$ cat config.mk
export PLATFORM = sky130hd
export DESIGN_NAME = uart_regfront
export DESIGN_NICKNAME = d
export VERILOG_FILES = /design/src/rtl/uart_regfront_pkg.sv /design/src/rtl/uart_reg_decode.sv /design/src/rtl/uart_lcr_guard.sv /design/src/rtl/uart_irq_prio.sv /design/src/rtl/uart_regfront.sv
export SDC_FILE = /design/constraint.sdc
export NUM_CORES = 1
export LEC_CHECK = 0
export BUFFER_PORTS_ARGS = -buffer_cell sky130_fd_sc_hd__buf_2
export CAP_MARGIN = 10
export CELL_PAD_IN_SITES_DETAIL_PLACEMENT = 1
export CELL_PAD_IN_SITES_GLOBAL_PLACEMENT = 2
export CORE_ASPECT_RATIO = 1.5
export CORE_UTILIZATION = 16
export CTS_BUF_LIST = sky130_fd_sc_hd__clkbuf_16
export DETAILED_ROUTE_END_ITERATION = 7
export PLACE_DENSITY = 0.73
export SETUP_SLACK_MARGIN = 0.2
export SLEW_MARGIN = 5
export SYNTH_ARGS = -nofsm -noshare
export SYNTH_HDL_FRONTEND = slang
export SYNTH_SLANG_ARGS = --single-unit
$ cat constraint.sdc
create_clock -name clk -period 1.4 [get_ports clk]
set_clock_uncertainty 0.05 [all_clocks]
set_input_delay 0.14 -clock clk [delete_from_list [all_inputs] [get_ports clk]]
set_output_delay 0.14 -clock clk [all_outputs]
set_load 0.03 [all_outputs]
$ cat src/rtl/uart_regfront_pkg.sv
package uart_regfront_pkg;
  localparam int unsigned REG_W = 8;

  localparam logic [5:0] IDX_IER = 6'h01;
  localparam logic [5:0] IDX_IIR = 6'h02;
  localparam logic [5:0] IDX_LCR = 6'h03;
  localparam logic [5:0] IDX_USR = 6'h1F;

  typedef enum logic [3:0] {
    IID_NONE = 4'h1,
    IID_THRE = 4'h2,
    IID_RX   = 4'h4,
    IID_LINE = 4'h6,
    IID_BUSY = 4'h7,
    IID_TMO  = 4'hC
  } iid_e;

  typedef struct packed {
    logic line;
    logic rx;
    logic tmo;
    logic thre;
  } irq_src_t;

  typedef struct packed {
    logic wr_ier;
    logic wr_lcr;
    logic rd_usr;
  } reg_hit_t;
endpackage

$ cat src/rtl/uart_reg_decode.sv
module uart_reg_decode
  import uart_regfront_pkg::*;
#(
  parameter int unsigned ADDR_W = 8,
  localparam int unsigned IDX_W = ADDR_W - 2
) (
  input  logic              psel,
  input  logic              penable,
  input  logic              pwrite,
  input  logic [ADDR_W-1:0] paddr,
  output logic [IDX_W-1:0]  idx,
  output logic              rd_acc,
  output reg_hit_t          hit
);
  logic acc;
  logic unused_lsb;

  assign acc        = psel & penable;
  assign idx        = paddr[ADDR_W-1:2];
  assign unused_lsb = ^paddr[1:0];
  assign rd_acc     = acc & ~pwrite;

  always_comb begin
    hit        = '0;
    hit.wr_ier = acc & pwrite & (idx == IDX_W'(IDX_IER));
    hit.wr_lcr = acc & pwrite & (idx == IDX_W'(IDX_LCR));
    hit.rd_usr = rd_acc & (idx == IDX_W'(IDX_USR));
  end
endmodule

$ cat src/rtl/uart_lcr_guard.sv
module uart_lcr_guard
  import uart_regfront_pkg::*;
#(
  parameter logic [REG_W-1:0] LCR_RST = '0
) (
  input  logic             clk,
  input  logic             rst_n,
  input  logic             wr_lcr,
  input  logic             busy,
  input  logic [REG_W-1:0] wdata,
  input  logic             rd_usr,
  output logic [REG_W-1:0] lcr,
  output logic             busy_pend
);
  logic take;
  logic reject;

  assign take   = wr_lcr & ~busy;
  assign reject = wr_lcr & busy;

  always_ff @(posedge clk or negedge rst_n) begin
    if (!rst_n) begin
      lcr <= LCR_RST;
    end else if (take) begin
      lcr <= wdata;
    end
  end

  // a fresh rejection outranks a clearing read in the same cycle
  always_ff @(posedge clk or negedge rst_n) begin
    if (!rst_n) begin
      busy_pend <= 1'b0;
    end else if (reject) begin
      busy_pend <= 1'b1;
    end else if (rd_usr) begin
      busy_pend <= 1'b0;
    end
  end
endmodule

$ cat src/rtl/uart_irq_prio.sv
module uart_irq_prio
  import uart_regfront_pkg::*;
#(
  parameter int unsigned IER_W = 3
) (
  input  logic [IER_W-1:0] ier,
  input  irq_src_t         src,
  input  logic             busy_pend,
  output iid_e             iid,
  output logic             irq
);
  localparam int unsigned N_SRC = 5;

  logic [N_SRC-1:0] act;
  iid_e             code [N_SRC];

  assign act[0] = src.line & ier[2];
  assign act[1] = src.rx   & ier[0];
  assign act[2] = src.tmo  & ier[0];
  assign act[3] = src.thre & ier[1];
  assign act[4] = busy_pend;

  assign code[0] = IID_LINE;
  assign code[1] = IID_RX;
  assign code[2] = IID_TMO;
  assign code[3] = IID_THRE;
  assign code[4] = IID_BUSY;

  always_comb begin
    iid = IID_NONE;
    for (int i = N_SRC - 1; i >= 0; i--) begin
      if (act[i]) iid = code[i];
    end
  end

  assign irq = |act;
endmodule

$ cat src/rtl/uart_regfront.sv
module uart_regfront
  import uart_regfront_pkg::*;
#(
  parameter int unsigned ADDR_W = 8,
  parameter int unsigned DATA_W = 32,
  parameter int unsigned IER_W  = 3,
  localparam int unsigned IDX_W = ADDR_W - 2
) (
  input  logic              clk,
  input  logic              rst_n,
  input  logic              psel,
  input  logic              penable,
  input  logic              pwrite,
  input  logic [ADDR_W-1:0] paddr,
  input  logic [DATA_W-1:0] pwdata,
  output logic [DATA_W-1:0] prdata,
  input  logic              core_busy,
  input  logic              src_line,
  input  logic              src_rx,
  input  logic              src_timeout,
  input  logic              src_thre,
  output logic              irq
);
  logic [IDX_W-1:0] idx;
  logic             rd_acc;
  reg_hit_t         hit;
  logic [REG_W-1:0] lcr_q;
  logic             busy_pend_q;
  logic [IER_W-1:0] ier_q;
  iid_e             iid;
  irq_src_t         src;
  logic [REG_W-1:0] rd_byte;
  logic             unused_wbits;

  assign unused_wbits = ^pwdata[DATA_W-1:REG_W];

  assign src.line = src_line;
  assign src.rx   = src_rx;
  assign src.tmo  = src_timeout;
  assign src.thre = src_thre;

  uart_reg_decode #(.ADDR_W(ADDR_W)) u_dec (
    .psel    (psel),
    .penable (penable),
    .pwrite  (pwrite),
    .paddr   (paddr),
    .idx     (idx),
    .rd_acc  (rd_acc),
    .hit     (hit)
  );

  uart_lcr_guard u_guard (
    .clk       (clk),
    .rst_n     (rst_n),
    .wr_lcr    (hit.wr_lcr),
    .busy      (core_busy),
    .wdata     (pwdata[REG_W-1:0]),
    .rd_usr    (hit.rd_usr),
    .lcr       (lcr_q),
    .busy_pend (busy_pend_q)
  );

  always_ff @(posedge clk or negedge rst_n) begin
    if (!rst_n) begin
      ier_q <= '0;
    end else if (hit.wr_ier) begin
      ier_q <= pwdata[IER_W-1:0];
    end
  end

  uart_irq_prio #(.IER_W(IER_W)) u_prio (
    .ier       (ier_q),
    .src       (src),
    .busy_pend (busy_pend_q),
    .iid       (iid),
    .irq       (irq)
  );

  always_comb begin
    rd_byte = '0;
    if (rd_acc) begin
      case (idx)
        IDX_W'(IDX_IER): rd_byte = REG_W'(ier_q);
        IDX_W'(IDX_IIR): rd_byte = REG_W'(iid);
        IDX_W'(IDX_LCR): rd_byte = lcr_q;
        IDX_W'(IDX_USR): rd_byte = REG_W'(core_busy);
        default:         rd_byte = '0;
      endcase
    end
  end

  assign prdata = DATA_W'(rd_byte);
endmodule

Word level (Yosys, flattened, before mapping)
Cells that the tools add are included.
- register bits after elaboration: 12
- bits of input ports: 50
- output and inout port bits: 33
- word-level logic and storage cells: 32
- eq/ne operators: 4
- mux-type cells: 9
- bitwise logic cells: 14
- reduce and logical (&&, ||, !) cells: 2
- operator list (kind ; count):
    one-hot mux 8 bit (4 select lines) ; 1
    AND 1 bit ; 12
    == test 6 x 2 -> 1 bit (second input constant) ; 2
    two-way mux 4 bit ; 3
    two-way mux 8 bit ; 1
    == test 6 x 1 -> 1 bit (second input constant) ; 1
    == test 6 x 5 -> 1 bit (second input constant) ; 1
    two-way mux 3 bit ; 2
    OR reduction 5 bit ; 1
    two-way mux 1 bit ; 2
    NOT 1 bit ; 2
    nonzero test 2 bit ; 1

Longest topological paths before layout
- depth after elaboration: 7
- mapped depth: 4
- mapped depth without buffers: 4

Hierarchy
A second synthesis with hierarchy kept.
- cells, all modules: 100
- area total of the unflattened synthesis: 1014.7 um^2
- by module, submodules not included (module ; times used ; cells an instance ; area each (um^2) ; sequential area each (um^2)):
    uart_regfront ; 1 ; 54 ; 470.5 ; 75.1
    uart_lcr_guard ; 1 ; 22 ; 382.9 ; 225.2
    uart_reg_decode ; 1 ; 15 ; 98.8 ; 0.0
    uart_irq_prio ; 1 ; 9 ; 62.6 ; 0.0

Worst setup path after synthesis
Ideal clock, no wire load.
- path type: input-to-output
- start: in paddr[5]
- end: out prdata[0]
- arrival: 1663 ps
- required time: 1210 ps
- path slack: -453 ps
- stages on the path: 4
- path buffers: 0
- path through: or4_4 -> nor3b_1 -> nand3_1 -> a21oi_1
- word-level cells in the longest chain between the ends: 3
- elaborated cells between the ends (all ways): 6
- RTL lines (item ; line ; RTL):
    start, declared ; uart_regfront.sv:14 ; input logic [ADDR_W-1:0] paddr,
    == test 6 x 5 -> 1 bit, or another cell as far along ; uart_regfront.sv:82 ; case (idx)
    one-hot mux 8 bit (4 select lines) * ; uart_regfront.sv:82 ;
    two-way mux 8 bit * ; uart_regfront.sv:81 ; if (rd_acc) begin
    end, declared ; uart_regfront.sv:16 ; output logic [DATA_W-1:0] prdata,
Mark *: on every way between the ends. The rest lies on a longest branch, timed or not.

Final worst setup path
- start: reg ier_q[0]
- end: out prdata[2]
- word-level cells in the longest chain between the ends: 6
- elaborated cells between the ends (all ways): 7
- RTL lines (item ; line ; RTL):
    start, declared ; uart_regfront.sv:29 ; logic [IER_W-1:0] ier_q;
    start signal, assigned ; uart_regfront.sv:67 ; ier_q <= pwdata[IER_W-1:0];
    AND 1 bit ; uart_irq_prio.sv:19 ; assign act[2] = src.tmo & ier[0];
    two-way mux 4 bit ; uart_irq_prio.sv:32 ; if (act[i]) iid = code[i];
    two-way mux 4 bit * (2 in series) ; uart_irq_prio.sv:32 ;
    one-hot mux 8 bit (4 select lines) * ; uart_regfront.sv:82 ;
    two-way mux 8 bit * ; uart_regfront.sv:81 ;
Marks and branches as above.

==> reports/metrics.cfg <==
[clock_network]
clock_latency_ns=0.23
cts.sinks=12
numCtsBuffers=3
ctsLongestPathBuffers=2
cts_tree=built
cts.clk_slew.worst_paths_ns=0.04
root_buffer=clkbuf_16
htree_num_levels=1

[finish]
antennaDiodeCount=0
syn_to_final_growth_pct=68.9
mostFrequentLayoutCells=conb_1 (24), buf_4 (24), buf_2 (22)
fin_nets=204
drive_gt1_share_pct=59.9
fin_area_mm2=0.00152
instances_no_fill=222

[setup_path]
cp_slowest_cell=dfrtp_1
cpPeakStageDelay_ns=0.38
startpoint_type=register
cp-end-kind=primary output
arrival_ns=1.62
crit_chain=o21a_1, a221o_1, a222oi_1, nor2_2, buf_6
crit_type=reg -> out
path_max_fanout=3
required_ns=1.21
cp_num_buf_inv=1
crit_family=compound AO/OA/AOI/OAI gates

[global_route]
antenna_found_initial=0
grt_usage_pct=9.20
grt_pass1_wl_mm=4.21
grt_pass1_vias=901
grt_max_degree=13
grt_overflow=0

[logic_synthesis]
syn_inst=92
yosys-top-cells-area=dfrtp_1 (33%), buf_4 (20%), mux2_2 (15%)
syn_area_um2=902
yosysUniqueCellTypes=26
ys_warn_count=0
syn_area_per_cell_um2=9.81
synth_top_area_cell=dfrtp_1
synth_seq_cells=12
yosys.area.top_type_share_pct=33.3
seq_area_frac_synth_pct=33.3

[flow_run]
drv_cap=0

[detailed_routing]
final_antenna_net_count=0
drt_iter0_drc=9
drc_errors=0
num_vias=845
first_pass_iters=4
wirelength_mm=2.62
wl_per_cell_um=11.8
routed_via_density=3.81

[power_and_ir_drop]
p_leak_nw=0.733
p_per_area_mw_per_mm2=730
total_power_mw=1.11
peakVddDrop_uv=426

[place]
gp_congestion=0.757
pre_cts_ws_ns=-0.580
postPlaceCellArea_mm2=0.00124
place.detailed.hpwl_mm=2.17
io_buffers=32
dp_cells=215

[floorplan]
die_area_mm2=0.00595
die_x_um=63.3
initial_core_util_pct=16.6
io-pin-count=83
core-area_mm2=0.00545
die-height_um=94.0
rows=33

[sta]
max_freq_mhz=554
fin_tns_setup_ns=-4.80
period_needed_ns=1.81
rsz0062_at_grt=yes
setup_viol=20
period_share_pct=129
maxSlewViolCount=0
hold_viol_final=0
setup_ws_ns=-0.406

[outcome]
violations=setup timing
status=complete, but fails checks

[worst_hold_path]
min_path_type=in -> reg

synthesized netlist by cell type:
master	number
buf_4	24
dfrtp_1	12
mux2_2	12
nor2_1	7
nand2_1	6
and2_1	4
a21oi_1	3
a222oi_1	2
nand3_1	2
nor3b_1	2
nor4_1	2
o21ai_0	2
a211oi_1	1
a221o_1	1
a22oi_1	1
a32oi_1	1
a41oi_1	1
conb_1	1
inv_1	1
nor2_4	1
nor3_1	1
nor3b_2	1
nor4b_1	1
nor4b_4	1
o21a_1	1
or4_4	1
worst reg2reg max path: cells and delay by family (launching register included):
| family | cells | cell delay [ns] |
|---|---|---|
| flops | 1 | 0.38 |
| mux | 1 | 0.26 |
| buf+inv | 2 | 0.28 |
path summary, 6_finish.rpt:
path / start / endpoint / slack [ns] / depth (start not counted)
setup / recovery: ier_q[0]$_DFFE_PN0P_ / prdata[2] / -0.41 / 5
hold / removal: pwdata[5] / u_guard.lcr[5]$_DFFE_PN0P_ / 0.08 / 2
setup reg to reg: ier_q[1]$_DFFE_PN0P_ / ier_q[1]$_DFFE_PN0P_ / 0.31 / 3
hold reg to reg: u_guard.lcr[5]$_DFFE_PN0P_ / u_guard.lcr[5]$_DFFE_PN0P_ / 0.46 / 1
max in group asynchronous: rst_n / ier_q[0]$_DFFE_PN0P_ / 0.81 / 2
min in group asynchronous: rst_n / u_guard.lcr[3]$_DFFE_PN0P_ / 0.27 / 2
repair_timing:
| action | in CTS | in global routing |
|---|---|---|
| pin swaps | 11 | 8 |
| setup buffers | 0 | 3 |
| hold buffers | 1 | 0 |
| gates resized for setup | 40 | 5 |
| endpoints found under the setup margin | 21 | 21 |
| hold endpoints to repair | 12 | 0 |
| cloned | 0 | 0 |
power breakdown:
| group | switching, mW | internal (mW) |
|---|---|---|
| Clock | 0.130 | 0.370 |
| Combinational | 0.161 | 0.0856 |
| Sequential | 0.00638 | 0.359 |
metrics by stage:
| stage | hold WS [ns] | utilization [%] |
|---|---|---|
| after floorplan | -0.206 | - |
| after global placement | 0.0000152 | 22.7 |
| after detailed placement | -0.00923 | 22.7 |
| after CTS | 0.0824 | 27.1 |
| after global routing | 0.0931 | 28.0 |
| final | 0.0847 | 28.0 |
state kept, by name, indices dropped and copies added (netlist names):
register and flops:
u_guard.busy_pend 1, u_guard.lcr 8, ier_q 3
metal layers:
layer / part of all wire [%] / vias up / GRT usage (%)
met3: 6.3 / 4 / 1.94
met4: 1.6 / 0 / 4.55
met5: 0 / - / 0
met1: 38 / 398 / 9.39
met2: 54 / 38 / 17.4
li1: - / 405 / -
logic make-up (layout without fill, tap and decap cells):
family / after synthesis / in the layout / synth area share [%]
AOI/OAI and AO/OA: 13 / 13 / 10.5
buffers and inverters: 25 / 62 / 20.4
DFF: 12 / 12 / 33.3
muxes: 12 / 12 / 15.0
other: 1 / 24 / 0.416
and+or+nand+nor: 29 / 29 / 20.4
layout make-up:
| type | instances | area, µm² |
|---|---|---|
| clock buffer | 3 | 75.1 |
| multi-input combinational | 78 | 633 |
| fill | 659 | 3930 |
| sequential | 12 | 300 |
| timing repair buffer | 58 | 424 |
| tap | 70 | 87.6 |
| inverter | 1 | 3.75 |
(Power assumes the default switching activity.)
